--- src/rtl/lcd_drv_pkg.sv ---
package lcd_drv_pkg;

    typedef enum logic [2:0] {
        S_PWRUP,
        S_IDLE,
        S_CMD_LO,
        S_CMD_HI,
        S_DAT_LO,
        S_DAT_HI,
        S_HOLD
    } drv_state_e;

endpackage

--- src/rtl/lcd_pwrup_seq.sv ---
// Counts clocks after reset release; ready_o rises after CYCLES-1 clocks.
module lcd_pwrup_seq #(
    parameter int CYCLES = 12
) (
    input  logic clk_i,
    input  logic rst_i,
    output logic ready_o
);
    localparam int CW = $clog2(CYCLES + 1);

    logic [CW-1:0] cnt_q;

    always_ff @(posedge clk_i) begin
        if (rst_i) begin
            cnt_q <= '0;
        end else if (!ready_o) begin
            cnt_q <= cnt_q + 1'b1;
        end
    end

    assign ready_o = (cnt_q == CW'(CYCLES - 1));
endmodule

--- src/rtl/lcd_phase_timer.sv ---
// Measures the length of one strobe phase; restarts after each expiry.
module lcd_phase_timer #(
    parameter int LO_CYCLES = 2,
    parameter int HI_CYCLES = 2
) (
    input  logic clk_i,
    input  logic rst_i,
    input  logic run_i,
    input  logic sel_hi_i,
    output logic expired_o
);
    localparam int MAXC = (LO_CYCLES > HI_CYCLES) ? LO_CYCLES : HI_CYCLES;
    localparam int CW   = $clog2(MAXC + 1);

    logic [CW-1:0] cnt_q;
    logic [CW-1:0] limit;

    assign limit     = sel_hi_i ? CW'(HI_CYCLES - 1) : CW'(LO_CYCLES - 1);
    assign expired_o = run_i && (cnt_q == limit);

    always_ff @(posedge clk_i) begin
        if (rst_i || !run_i || expired_o) begin
            cnt_q <= '0;
        end else begin
            cnt_q <= cnt_q + 1'b1;
        end
    end
endmodule

--- src/rtl/lcd_word_counter.sv ---
// Holds the number of data words still to be written.
module lcd_word_counter #(
    parameter int LEN_W = 17
) (
    input  logic             clk_i,
    input  logic             rst_i,
    input  logic             load_i,
    input  logic [LEN_W-1:0] len_i,
    input  logic             dec_i,
    output logic             zero_o,
    output logic             one_o
);
    logic [LEN_W-1:0] rem_q;

    always_ff @(posedge clk_i) begin
        if (rst_i) begin
            rem_q <= '0;
        end else if (load_i) begin
            rem_q <= len_i;
        end else if (dec_i && !zero_o) begin
            rem_q <= rem_q - 1'b1;
        end
    end

    assign zero_o = (rem_q == '0);
    assign one_o  = (rem_q == LEN_W'(1));
endmodule

--- src/rtl/lcd_cmd_driver.sv ---
module lcd_cmd_driver
    import lcd_drv_pkg::*;
#(
    parameter int CMD_W      = 8,
    parameter int DATA_W     = 16,
    parameter int LEN_W      = 17,
    parameter int RST_CYCLES = 12,
    parameter int LO_CYCLES  = 2,
    parameter int HI_CYCLES  = 2
) (
    input  logic              clk_i,
    input  logic              rst_i,
    input  logic [CMD_W-1:0]  cmd_i,
    input  logic [LEN_W-1:0]  len_i,
    input  logic [DATA_W-1:0] data_i,
    output logic              sent_o,
    output logic              last_o,
    output logic              busy_o,
    output logic              lcd_on_o,
    output logic              lcd_rst_n_o,
    output logic              lcd_cs_n_o,
    output logic              lcd_rs_o,
    output logic              lcd_wr_n_o,
    output logic              lcd_rd_n_o,
    output logic [DATA_W-1:0] lcd_db_o
);
    drv_state_e state_q, state_d;

    logic pwr_ready;
    logic ph_run, ph_hi, ph_exp;
    logic cnt_load, cnt_dec, rem_zero, rem_one;
    logic start;
    logic on_q;
    logic [DATA_W-1:0] db_q;

    lcd_pwrup_seq #(.CYCLES(RST_CYCLES)) u_pwr (
        .clk_i   (clk_i),
        .rst_i   (rst_i),
        .ready_o (pwr_ready)
    );

    lcd_phase_timer #(.LO_CYCLES(LO_CYCLES), .HI_CYCLES(HI_CYCLES)) u_phase (
        .clk_i     (clk_i),
        .rst_i     (rst_i),
        .run_i     (ph_run),
        .sel_hi_i  (ph_hi),
        .expired_o (ph_exp)
    );

    lcd_word_counter #(.LEN_W(LEN_W)) u_words (
        .clk_i  (clk_i),
        .rst_i  (rst_i),
        .load_i (cnt_load),
        .len_i  (len_i),
        .dec_i  (cnt_dec),
        .zero_o (rem_zero),
        .one_o  (rem_one)
    );

    assign start    = (state_q == S_IDLE) && (cmd_i != '0);
    assign cnt_load = start;
    assign cnt_dec  = (state_q == S_DAT_HI) && ph_exp;
    assign ph_run   = (state_q == S_CMD_LO) || (state_q == S_CMD_HI) ||
                      (state_q == S_DAT_LO) || (state_q == S_DAT_HI);
    assign ph_hi    = (state_q == S_CMD_HI) || (state_q == S_DAT_HI);

    // state register
    always_ff @(posedge clk_i) begin
        if (rst_i) begin
            state_q <= S_PWRUP;
        end else begin
            state_q <= state_d;
        end
    end

    // next-state logic
    always_comb begin
        state_d = state_q;
        unique case (state_q)
            S_PWRUP:  if (pwr_ready) state_d = S_IDLE;
            S_IDLE:   if (start) state_d = S_CMD_LO;
            S_CMD_LO: if (ph_exp) state_d = S_CMD_HI;
            S_CMD_HI: if (ph_exp) state_d = rem_zero ? S_HOLD : S_DAT_LO;
            S_DAT_LO: if (ph_exp) state_d = S_DAT_HI;
            S_DAT_HI: if (ph_exp) state_d = rem_one ? S_HOLD : S_DAT_LO;
            S_HOLD:   if (cmd_i == '0) state_d = S_IDLE;
            default:  state_d = S_PWRUP;
        endcase
    end

    // bus capture: command on start, each word as its strobe begins
    always_ff @(posedge clk_i) begin
        if (rst_i) begin
            db_q <= '0;
            on_q <= 1'b0;
        end else begin
            on_q <= 1'b1;
            if (start) begin
                db_q <= DATA_W'(cmd_i);
            end else if (state_d == S_DAT_LO && state_q != S_DAT_LO) begin
                db_q <= data_i;
            end
        end
    end

    // output decode
    always_comb begin
        lcd_rst_n_o = (state_q != S_PWRUP);
        lcd_on_o    = on_q;
        lcd_rd_n_o  = 1'b1;
        lcd_db_o    = db_q;
        lcd_cs_n_o  = 1'b1;
        lcd_wr_n_o  = 1'b1;
        lcd_rs_o    = 1'b0;
        busy_o      = 1'b0;
        sent_o      = 1'b0;
        last_o      = 1'b0;
        unique case (state_q)
            S_PWRUP, S_IDLE: ;
            S_CMD_LO: begin
                busy_o = 1'b1; lcd_cs_n_o = 1'b0; lcd_wr_n_o = 1'b0;
            end
            S_CMD_HI, S_HOLD: begin
                busy_o = 1'b1; lcd_cs_n_o = 1'b0;
            end
            S_DAT_LO: begin
                busy_o = 1'b1; lcd_cs_n_o = 1'b0; lcd_wr_n_o = 1'b0;
                lcd_rs_o = 1'b1; sent_o = ph_exp; last_o = rem_one;
            end
            S_DAT_HI: begin
                busy_o = 1'b1; lcd_cs_n_o = 1'b0;
                lcd_rs_o = 1'b1; last_o = rem_one;
            end
            default: ;
        endcase
    end
endmodule

--- config.mk ---
export PLATFORM = sky130hd
export DESIGN_NAME = lcd_cmd_driver
export DESIGN_NICKNAME = d
export VERILOG_FILES = /design/src/rtl/lcd_drv_pkg.sv /design/src/rtl/lcd_pwrup_seq.sv /design/src/rtl/lcd_phase_timer.sv /design/src/rtl/lcd_word_counter.sv /design/src/rtl/lcd_cmd_driver.sv
export SDC_FILE = /design/constraint.sdc
export NUM_CORES = 1
export LEC_CHECK = 0
export ABC_AREA = 1
export BUFFER_PORTS_ARGS = -buffer_cell sky130_fd_sc_hd__buf_2
export CORE_UTILIZATION = 54
export DETAILED_ROUTE_END_ITERATION = 16
export PLACE_DENSITY = 0.81
export SYNTH_ARGS = -nofsm -noshare
export SYNTH_HDL_FRONTEND = slang
export SYNTH_HIERARCHICAL = 1
export SYNTH_SLANG_ARGS = --single-unit
--- constraint.sdc ---
create_clock -name clk_i -period 2.5 [get_ports clk_i]
set_clock_uncertainty 0.15 [all_clocks]
set_input_delay 0.125 -clock clk_i [delete_from_list [all_inputs] [get_ports clk_i]]
set_output_delay 0.125 -clock clk_i [all_outputs]
set_load 0.01 [all_outputs]
# Yosys cells after proc, flatten, opt, wreduce, memory -nomap -nowiden
# Cells that the tools add are included.
# W data, S select, Z words.
# classes
add_sub_neg,3
n_eq_ne,11
n_mux,21
n_reduce_logical,23
# op_table
operator,count
$mux W17,2
$mux W3,7
$pmux W3 S7,1
$eq A17 B1 Y1 const B,1
$logic_not A17 Y1,1
$sub A17 B1 Y17 const B,1
$mux W8,2
$eq A3 B3 Y1 const B,4
$logic_not A8 Y1,1
$reduce_bool A8 Y1,1
$mux W1,7
$eq A3 B2 Y1 const B,2
$reduce_or A2 Y1,3
$logic_and A1 B1 Y1,5
$logic_or A1 B1 Y1,5
$reduce_or A5 Y1,1
$add A4 B1 Y4 const B,1
$eq A4 B4 Y1 const B,1
$mux W2,2
$reduce_bool A2 Y1,2
$eq A3 B1 Y1 const B,1
$logic_not A3 Y1,1
$ne A3 B3 Y1 const B,1
$reduce_bool A3 Y1,1
3 further kinds,4
# word_totals
reg_bits,43
output_inout_bits,25
word_cells,65

# Logic depth before layout (Yosys ltp)
# Gate-level depths: netlist of run 1.
# logic_depth
ltp_word,11
mapped_depth,17
depth_no_buf,16

# By module
# Netlist of run 1, hierarchy kept.
# modules_own_cells
module,instances,cells_each,area_per_inst_um2
lcd_word_counter,1,214,1293.7
lcd_cmd_driver,1,184,1172.4
lcd_pwrup_seq,1,28,196.4
lcd_phase_timer,1,11,88.8

# Least setup slack after synthesis of run 1
# Ideal clock, no wire load.
# synth_timing
kind,flip-flop to flip-flop
from,register state_q[2]
to,"register db_q[0], in the netlist lcd_db_o[0]"
t_arrival_ps,1905
setup_slack_ps,330
stages_incl_launch_ff,15
path_buffers,1
period_less_slack_ps,2170
path_cell_list,dfxtp_1 -> nand3_1 -> nand2_1 -> inv_1 -> nand3_1 -> nand2_1 -> inv_1 -> o21ai_0 -> nand2_1 -> nand3_1 -> nor2_2 -> nand3_4 -> buf_6 -> a21oi_1 -> nor2_1
# synth_via
elab_chain_cells,10
word_cells_on_any_way,25
cone_classes,8 x eq/ne; 9 x mux; 8 x reduce/logical
# synth_rtl
element,line,rtl
from (decl),lcd_cmd_driver.sv:27,"drv_state_e state_q, state_d;"
from (signal assigned),lcd_cmd_driver.sv:72,state_q <= state_d;
$eq A3 B2 Y1,lcd_cmd_driver.sv:63,assign ph_run = (state_q == S_CMD_LO) || (state_q == S_CMD_HI) ||
$logic_or A1 B1 Y1 (2 in series),lcd_cmd_driver.sv:63,
$logic_or A1 B1 Y1 *,lcd_cmd_driver.sv:64,(state_q == S_DAT_LO) || (state_q == S_DAT_HI);
named net ph_run,lcd_cmd_driver.sv:30,"logic ph_run, ph_hi, ph_exp;"
$logic_and A1 B1 Y1 *,lcd_phase_timer.sv:19,assign expired_o = run_i && (cnt_q == limit);
named net ph_exp,lcd_cmd_driver.sv:30,
$mux W3 (on tied branches),n/a,
$pmux W3 S7 *,lcd_cmd_driver.sv:79,unique case (state_q)
$eq A3 B3 Y1 *,lcd_cmd_driver.sv:100,end else if (state_d == S_DAT_LO && state_q != S_DAT_LO) begin
$logic_and A1 B1 Y1 *,lcd_cmd_driver.sv:100,
$reduce_bool A2 Y1 (no source line) *,n/a,
to (signal assigned),lcd_cmd_driver.sv:99,db_q <= DATA_W'(cmd_i);
to (signal assigned),lcd_cmd_driver.sv:101,db_q <= data_i;
to (decl),lcd_cmd_driver.sv:34,logic [DATA_W-1:0] db_q;
# Mark *: on every way through the listed nets, which the timed path passes. The rest lies on a longest branch.
# A chain may end at the register's enable or synchronous reset.

# Final worst setup path of run 1
# layout_timing
from,register state_q[1]
to,"register db_q[12], in the netlist lcd_db_o[12]"
# layout_via
elab_chain_cells,9
word_cells_on_any_way,24
cone_classes,8 x eq/ne; 8 x mux; 8 x reduce/logical
# layout_rtl
element,line
$eq A3 B2 Y1,lcd_cmd_driver.sv:63
$logic_or A1 B1 Y1 (2 in series),lcd_cmd_driver.sv:63
$logic_or A1 B1 Y1 *,lcd_cmd_driver.sv:64
named net ph_run,lcd_cmd_driver.sv:30
$logic_and A1 B1 Y1 *,lcd_phase_timer.sv:19
named net ph_exp,lcd_cmd_driver.sv:30
$mux W3 (on tied branches),n/a
$pmux W3 S7 *,lcd_cmd_driver.sv:79
$eq A3 B3 Y1 *,lcd_cmd_driver.sv:100
$logic_and A1 B1 Y1 *,lcd_cmd_driver.sv:100
# Marks and branches as above.

==> results of run 1 <==
-- worst max path at each step --
| stage | start | endpoint | slack [ps] | cells past startpoint |
|---|---|---|---|---|
| 6_report | state_q[1]$_SDFF_PP0_ | lcd_db_o[12]$_SDFFE_PP0P_ | 140 | 15 |
| 5_1_grt | state_q[1]$_SDFF_PP0_ | lcd_db_o[12]$_SDFFE_PP0P_ | -30 | 15 |
| 4_1_cts | state_q[0]$_SDFF_PP0_ | lcd_db_o[9]$_SDFFE_PP0P_ | 2 | 16 |
| 3_5_place_dp | state_q[2]$_SDFF_PP0_ | lcd_db_o[9]$_SDFFE_PP0P_ | 40 | 14 |
| 3_3_place_gp | state_q[2]$_SDFF_PP0_ | lcd_db_o[15]$_SDFFE_PP0P_ | 170 | 14 |
| 2_1_floorplan | state_q[2]$_SDFF_PP0_ | lcd_db_o[0]$_SDFFE_PP0P_ | 330 | 14 |
-- flip-flops by register name (all words and copies together), names as in the netlist --
register / cells
u_phase/cnt_q: 2
state_q: 3
lcd_on_o: 1
u_words/rem_q: 17
lcd_db_o: 16
u_pwr/cnt_q: 4
-- worst max-delay path: cells and delay by family (launching register included) --
family / cells / cell delay [ps]
AO/OA/AOI/OAI: 1 / 100
buffers and inverters: 4 / 420
flip-flops: 1 / 360
AND/OR/NAND/NOR: 10 / 1230
-- cells by family (layout without fill, tap and decap cells) --
kind of cell,Yosys count,in the layout,synth area share (%)
simple gates,271,273,45.6
buf+inv,70,160,11.2
compound gates,43,43,8.37
flops,43,43,31.3
xor+xnor,5,5,1.59
fa+ha+maj,4,4,1.82
other cells,1,1,0.136
-- routing by layer --
layer	GRT usage (%)	share of wire, %	vias up
met5	0	0	-
met4	10.7	1.6	0
met3	5.35	5.5	15
met2	49.6	51	112
met1	31.3	42	1397
li1	-	-	1548
-- cells in the final DEF (no fill, tap or decap), drive strengths merged, types with 3 or more instances in the layout --
cell,n
xor2,3
buf,74
o21ai,20
clkbuf,5
inv,53
dlygate4sd3,22
nand3,56
clkinv,4
nand4,3
a21oi,23
nor2,80
dfxtp,43
nand2,131
ha,4
-- what timing repair did --
item | 4_1_cts | 5_1_grt
cloned | 0 | 2
gates resized for setup | 1 | 8
setup buffers | 0 | 1
endpoints found under the hold margin | 21 | 0
pin swaps | 0 | 2
setup endpoints to repair | 8 | 19
hold buffers | 22 | 0
-- cell type report --
class | count | area [um2] | share of cell area (%)
Clock buffer | 5 | 68.8 | 1.97
Clock inverter | 3 | 20.0 | 0.574
Inverter | 56 | 213 | 6.10
Multi-Input combinational cell | 326 | 1630 | 46.6
Sequential cell | 43 | 865 | 24.8
Tap cell | 67 | 83.8 | 2.40
Timing Repair Buffer | 96 | 611 | 17.5
-- stage by stage --
step / worst slack [ps] / setup TNS, ps / area [um2] / hold WS [ps] / utilization [%]
2_1_floorplan: 330 / 0 / 2750 / 37.4 / -
3_3_place_gp: 168 / 0 / 3120 / 216 / 64.8
3_5_place_dp: 37.7 / 0 / 3120 / 216 / 64.8
4_1_cts: 2.27 / 0 / 3430 / 1.04 / 71.2
5_1_grt: -28.0 / -28.0 / 3490 / 30.0 / 72.4
6_report: 141 / 0 / 3490 / 2.40 / 72.4
-- report_power, final --
part | internal (mW) | switching [mW] | leakage [nW]
Combinational | 0.0608 | 0.0470 | 1.42
Sequential | 0.689 | 0.00445 | 0.349
Clock | 0.195 | 0.262 | 0.0402
Total | 0.945 | 0.314 | 1.81
==> flow_summary.toml, run 1 <==
[sta]
slew-limit-headroom_pct = 64.5
tightest_slew_ps = 531
hold_viol = 0
fmax_mhz = 424
period_share_pct = 94.4
setup-violations-final = 0
post-route-min-period_ps = 2360
slew_violations = 0

[clocking]
root_buffer = "clkbuf_8"
clkLatencyLatePin_ps = 310
cts.sinks = 43
clkTransAtPathRegs_ps = 90
cts_buffer_depth = 2
htreeDepth = 2
cts_buffers = 5
cts_tree = "done"

[synth]
ys.warnings.count = 6
synth_top_area_share_pct = 31.3
syn_inst = 437
post-synth-top-area-cell = "dfxtp_1"
synth_fp_nets = 484
synthTopCellsByArea = "dfxtp_1, nand2_1, nor2_1"
synth_ff_type = "dfxtp_1"
synth_common_cells = "nand2_1, nor2_1, inv_1, dfxtp_1, nand3_1"
synth_most_common_cell = "nand2_1"
ys_ff_latch = 43
synth_edf_count = 0
yosysSeqAreaShare_pct = 31.3
async_flop_share_pct = 0
ys_types = 32
netlist_area_mm2 = 0.00275
avgSynthCellArea_um2 = 6.30

[layout]
fin_nets = 575
fillers = 431
area_growth_pct = 26.7
diodes = 0
instances_no_fill = 596
drive_above_1_share_pct = 23.8

[route]
dr.pass1.iters = 5
wl_um = 7230
drc = 0
postRouteAntennaNets = 0
via_count = 3072
drt_iter0_markers = 217
vias_per_cell = 5.15
wl_per_cell_um = 12.1

[pwr]
ir_drop_uv = 275
power.leakage_nw = 1.81
power_mw = 1.26
pwr_density_cell_mw_per_mm2 = 361

[critical_path]
arrival_ps = 2450
path_class = "reg -> reg"
r2r_cells = 15
critPathRequiredTime_ps = 2590
critical-path-max-stage-delay_ps = 360
rr_endpoint = "lcd_db_o[12]$_SDFFE_PP0P_"
timing.rr.start = "state_q[1]$_SDFF_PP0_"
cp-end-kind = "flip-flop"
critical_path.max_fanout = 8
reg2reg_slack_ps = 140
start_kind = "flip-flop"
cp_slowest_cell = "dfxtp_2"
path_cells = "inv_2, nand3_1, nand2_1, inv_1, nand3_1, nand2_1, inv_2, o21ai_0, nand2_1, nand3_1, nor2_4, nand3_4, inv_4, nor2_1, nor2_1"

[global_routing]
grt_use_total_pct = 27.3
grt_overflow = 0
grt_max_degree = 26
grt_pass1_wl_um = 11500
grt_pass1_vias = 2832
grt_antenna_before_repair = 0

[die]
start_util_pct = 57.1
io_pins = 68
core_area_mm2 = 0.00482
fp-row-count = 25
die_height_um = 73.4
dieArea_mm2 = 0.00538
dieWidth_um = 73.4

[run_status]
status = "finished, final reports clean"

[job]
max_cap_viol_count = 0

[placed_design]
gp_congestion = 0.849
place_inst = 563
post-dp-hpwl_um = 4670
portBuffers = 66

[min_path]
min_to = "lcd_db_o[2]$_SDFFE_PP0P_"
min_path_cells = 5
hp-start = "cmd_i[2]"
hold_class = "in -> reg"
Power figures use the tool's default switching activity.
==> inputs of run 2 (changes only) <==
- CTS_BUF_LIST: not set -> sky130_fd_sc_hd__clkbuf_16
==> run 2 against run 1 <==
- via count is 4.3% lower
- clock power rose by 40%
- hold slack better by 8.9 ps
- die area unchanged
- core utilization down 1.6 points
- sequential power is essentially flat
- setup slack improved by 24 ps
- maximum frequency is 1.0% higher
- combinational power down 17%
- critical path depth decreased by 1
- first-iteration DRC count down 25%
- largest cell class unchanged
==> flow_summary.toml, run 2 (same netlist as run 1, synthesis figures left out) <==
[route]
dr.pass1.iters = 4
wl_per_cell_um = 11.6
wl_um = 6740
drc = 0
drt_iter0_markers = 163
via_count = 2941
postRouteAntennaNets = 0
vias_per_cell = 5.04

[die]
core_area_mm2 = 0.00482
dieArea_mm2 = 0.00538
start_util_pct = 57.1
die_height_um = 73.4
dieWidth_um = 73.4
fp-row-count = 25
io_pins = 68

[sta]
slew-limit-headroom_pct = 64.9
finalSetupTns_ps = 0
post-route-min-period_ps = 2340
tightest_slew_ps = 525
slew_violations = 0
fmax_mhz = 428
hold_viol = 0
rsz0062_at_grt = "false"
layout_setup_ws_ps = 165
setup-violations-final = 0
period_share_pct = 93.4

[clocking]
clkLatencyLatePin_ps = 290
cts.sinks = 43
cts_buffer_depth = 2
cts_tree = "done"
htreeDepth = 2
root_buffer = "clkbuf_16"
cts_buffers = 5
clkTransAtPathRegs_ps = 60

[layout]
largest_register = "u_words/rem_q"
final_common_cell = "nand2_1"
area_growth_pct = 23.9
drive_above_1_share_pct = 24.4
instances_no_fill = 583
largest_reg_flops = 17
diodes = 0
fin_nets = 562
final_cell_mix = "nand2_1, nor2_1, buf_2"

[pwr]
switching_share_pct = 22.3
clockPowerShare_pct = 44.9
seq_power_share_pct = 48.8
power.leakage_nw = 1.78
p_int_mw = 1.11
ir_drop_uv = 387
pwr_density_cell_mw_per_mm2 = 418
power_switching_uw = 318
power.share.combinational_pct = 6.3

[critical_path]
critPathRequiredTime_ps = 2530
r2r_cells = 14
worstSetupEndpoint = "lcd_db_o[13]$_SDFFE_PP0P_"
start_kind = "flip-flop"
critical_path.max_fanout = 8
timing.rr.start = "state_q[1]$_SDFF_PP0_"
startpoint = "state_q[1]$_SDFF_PP0_"
rr_endpoint = "lcd_db_o[13]$_SDFFE_PP0P_"
arrival_ps = 2370
cp-end-kind = "flip-flop"
reg2reg_slack_ps = 160
path_class = "reg -> reg"

[run_status]
status = "finished, final reports clean"

[placed_design]
gp_congestion = 0.849
place_inst = 563
post-dp-hpwl_um = 4670
portBuffers = 66
place_worst_setup_slack_ps = 37.7

[job]
max_cap_viol_count = 0

[global_routing]
grt_overflow = 0
grt_pass1_vias = 2717
grt_use_total_pct = 26.8
grt_pass1_wl_um = 11300
grt_max_degree = 26
grt_antenna_before_repair = 0

[min_path]
hold_class = "in -> reg"
min_path_cells = 5
## run 2: area by class of cell
class | count | area (um2)
inverter | 56 | 213
clock buffer | 5 | 125
sequential | 43 | 865
multi-input combinational | 327 | 1630
fill | 447 | 1410
clock inverter | 3 | 20.0
tap | 67 | 83.8
timing repair buffer | 82 | 473
## run 2: worst min path at each step
stage	startpoint	end	slack [ps]
final	len_i[6]	u_words/rem_q[6]$_SDFFE_PP0P_	10
after global routing	data_i[4]	lcd_db_o[4]$_SDFFE_PP0P_	40
after global placement	data_i[12]	lcd_db_o[12]$_SDFFE_PP0P_	220
after detailed placement	data_i[8]	lcd_db_o[8]$_SDFFE_PP0P_	220
after floorplan	rst_i	u_words/rem_q[7]$_SDFFE_PP0P_	40
after CTS	len_i[3]	u_words/rem_q[3]$_SDFFE_PP0P_	5
## run 2: per-layer routing
metal | vias to the layer above | routed length, um | global-route usage (%)
met2 | 87 | 3350 | 48.1
li1 | 1529 | - | -
met3 | 4 | 379 | 5.08
met4 | 0 | 43 | 8.33
met1 | 1321 | 2960 | 32.3
met5 | - | 0 | 0
## run 2: power by group through the flow
stage,clock network (mW),logic (mW),registers [mW]
floorplan,0,0.0337,0.709
global route,0.687,0.101,0.695
global placement,0,0.0769,0.710
detailed placement,0,0.0780,0.710
finish,0.639,0.0898,0.695
CTS,0.658,0.0892,0.694
## run 2: what timing repair did
| item | CTS | global route |
|---|---|---|
| buffers inserted | 0 | 0 |
| cloned | 1 | 2 |
| endpoints found under the setup margin | 5 | 20 |
| gates resized for setup | 1 | 7 |
| hold endpoints to repair | 9 | 0 |
| pin swaps | 0 | 1 |
| hold buffers | 9 | 0 |
## run 2: worst max-delay path, stage by stage, from the launching register on
cell     delay (ps)
dfxtp_2         340
inv_2           120
nand3_1         140
nand2_1         110
inv_1            60
nand3_1         120
nand2_1          80
inv_2           110
o21ai_0         100
nand2_1          70
nand3_1         110
nor2_4          260
nand3_2         220
o21ai_1         180
nor2_1           50
## run 2: per-stage QoR
| stage | total power [mW] | instance area [um2] | hold slack [ps] | util [%] |
|---|---|---|---|---|
| global placement | 0.786 | 3120 | 216 | 64.8 |
| finish | 1.42 | 3410 | 11.3 | 70.8 |
| CTS | 1.44 | 3370 | 4.55 | 70.0 |
| global route | 1.48 | 3410 | 37.1 | 70.8 |
| detailed placement | 0.788 | 3120 | 216 | 64.8 |
| floorplan | 0.743 | 2750 | 37.4 | - |
==> inputs of run 3 (changes only) <==
- GPL_TIMING_DRIVEN: not set -> 0
- REMOVE_ABC_BUFFERS: not set -> 1
==> run 3 against run 2 <==
- setup slack got worse by 66 ps
- wire length rose by 9.0%
- combinational power rose by 0.6%
- total power rose by 7.1%
- final area rose by 1.3%
- die area did not move
- hold slack improved by 15 ps
- sequential cell count did not move
- critical path type unchanged
- largest power group is now clock
==> flow_summary.toml, run 3 (same netlist as run 1, synthesis figures left out) <==
[route]
drc = 0
dr.pass1.iters = 5
wl_um = 7340
via_count = 3013
postRouteAntennaNets = 0
drt_iter0_markers = 256
vias_per_cell = 5.19
wl_per_cell_um = 12.6

[layout]
largest_reg_flops = 17
final_cell_mix = "nand2_1, nor2_1, buf_2"
drive_above_1_share_pct = 25.1
largest_register = "u_words/rem_q"
area_growth_pct = 25.5
fin_nets = 560
fillers = 439
final_common_cell = "nand2_1"
instances_no_fill = 581
diodes = 0

[critical_path]
critPathRequiredTime_ps = 2510
start_kind = "flip-flop"
crit_top_cell = "nand2_1"
crit_buf_inv = 2
critical_path.max_fanout = 8
cp_slowest_cell = "dfxtp_2"
cp-end-kind = "flip-flop"
startpoint = "state_q[1]$_SDFF_PP0_"
timing.rr.start = "state_q[1]$_SDFF_PP0_"
path_class = "reg -> reg"
cp_top_family = "simple AND/OR/NAND/NOR gates"
critical-path-max-stage-delay_ps = 380
path_cells = "nand2_1, nor2_2, clkinv_1, nand3_2, nand2_1, inv_2, o21ai_0, nand2_1, nand3_1, nor2_4, nand3_4, a21oi_1, nor2_1"
arrival_ps = 2410

[placed_design]
gp_congestion = 0.838
post-dp-hpwl_um = 4510
place_inst = 556
portBuffers = 66
place_worst_setup_slack_ps = -921

[clocking]
clkTransAtPathRegs_ps = 60
cts.sinks = 43
cts_buffer_depth = 2
cts_buffers = 5
clkLatencyLatePin_ps = 280
htreeDepth = 2
cts_tree = "done"
root_buffer = "clkbuf_16"

[sta]
post-route-min-period_ps = 2400
setup-violations-final = 0
hold_ws_ps = 25.9
slew_violations = 0
hold_viol = 0
fmax_mhz = 416
layout_setup_ws_ps = 98.8
period_share_pct = 96.0

[global_routing]
grt_pass1_vias = 2646
grt_max_degree = 28
grt_pass1_wl_um = 11300
grt_antenna_before_repair = 0
grt_overflow = 0
grt_use_total_pct = 27.1

[pwr]
pwr_density_cell_mw_per_mm2 = 441
ir_drop_uv = 239
power_mw = 1.52
power.leakage_nw = 1.79

[die]
die_height_um = 73.4
io_pins = 68
fp-row-count = 25
dieArea_mm2 = 0.00538
start_util_pct = 57.1
dieWidth_um = 73.4
core_area_mm2 = 0.00482

[run_status]
status = "finished, final reports clean"

[min_path]
hp-start = "len_i[8]"
hold_class = "in -> reg"

[job]
max_cap_viol_count = 0
## run 3: stage by stage
step,cell area (um2),utilization [%],setup TNS [ps]
global route,3450,71.7,-194
CTS,3400,70.6,0
finish,3450,71.7,0
global placement,3070,63.7,-13130
floorplan,2650,-,-1420
detailed placement,3070,63.7,-15060
## run 3: path summary, 6_finish.rpt
kind,to,slack (ps),depth (start not counted)
worst max-delay path,lcd_db_o[2]$_SDFFE_PP0P_,100,13
worst min-delay path,u_words/rem_q[8]$_SDFFE_PP0P_,30,5
worst max register to register,lcd_db_o[2]$_SDFFE_PP0P_,100,13
worst min register to register,u_phase/cnt_q[0]$_SDFF_PP0_,280,1
## run 3: worst min-delay path, stage by stage
cell and delay (ps):
buf_2 90, nand2_1 50, nand2_1 50, nand2_1 50, a21oi_1 50
## run 3: power by group
group	switching [mW]	leakage (nW)	internal, mW	total, mW
clock network	0.268	0.0838	0.471	0.739
logic	0.0439	1.36	0.0465	0.0903
registers	0.00505	0.349	0.690	0.695
total	0.317	1.79	1.21	1.52
## run 3: timing repair
action                     4_1_cts  5_1_grt
setup endpoints to repair       33       33
gates resized for setup          9       10
buffers inserted                 4        0
pin swaps                        1        3
gates cloned                     2        2
hold endpoints to repair         9        0
hold buffers                     9        0
## run 3: final cells by class
type	count	area, um2	area share (%)
multi-input cells	327	1660	48.0
repair buffers	79	450	13.0
flip-flops and latches	43	865	25.0
repair inverters	1	7.51	0.217
clock inverters	3	43.8	1.27
inverters	56	221	6.41
well taps	67	83.8	2.43
clock buffers	5	125	3.62
## run 3: routing by layer
layer | routed length [um] | track usage [%]
met4 | 97 | 10.7
met2 | 3810 | 49.7
met1 | 3060 | 31.0
met5 | 0 | 0
met3 | 369 | 4.80
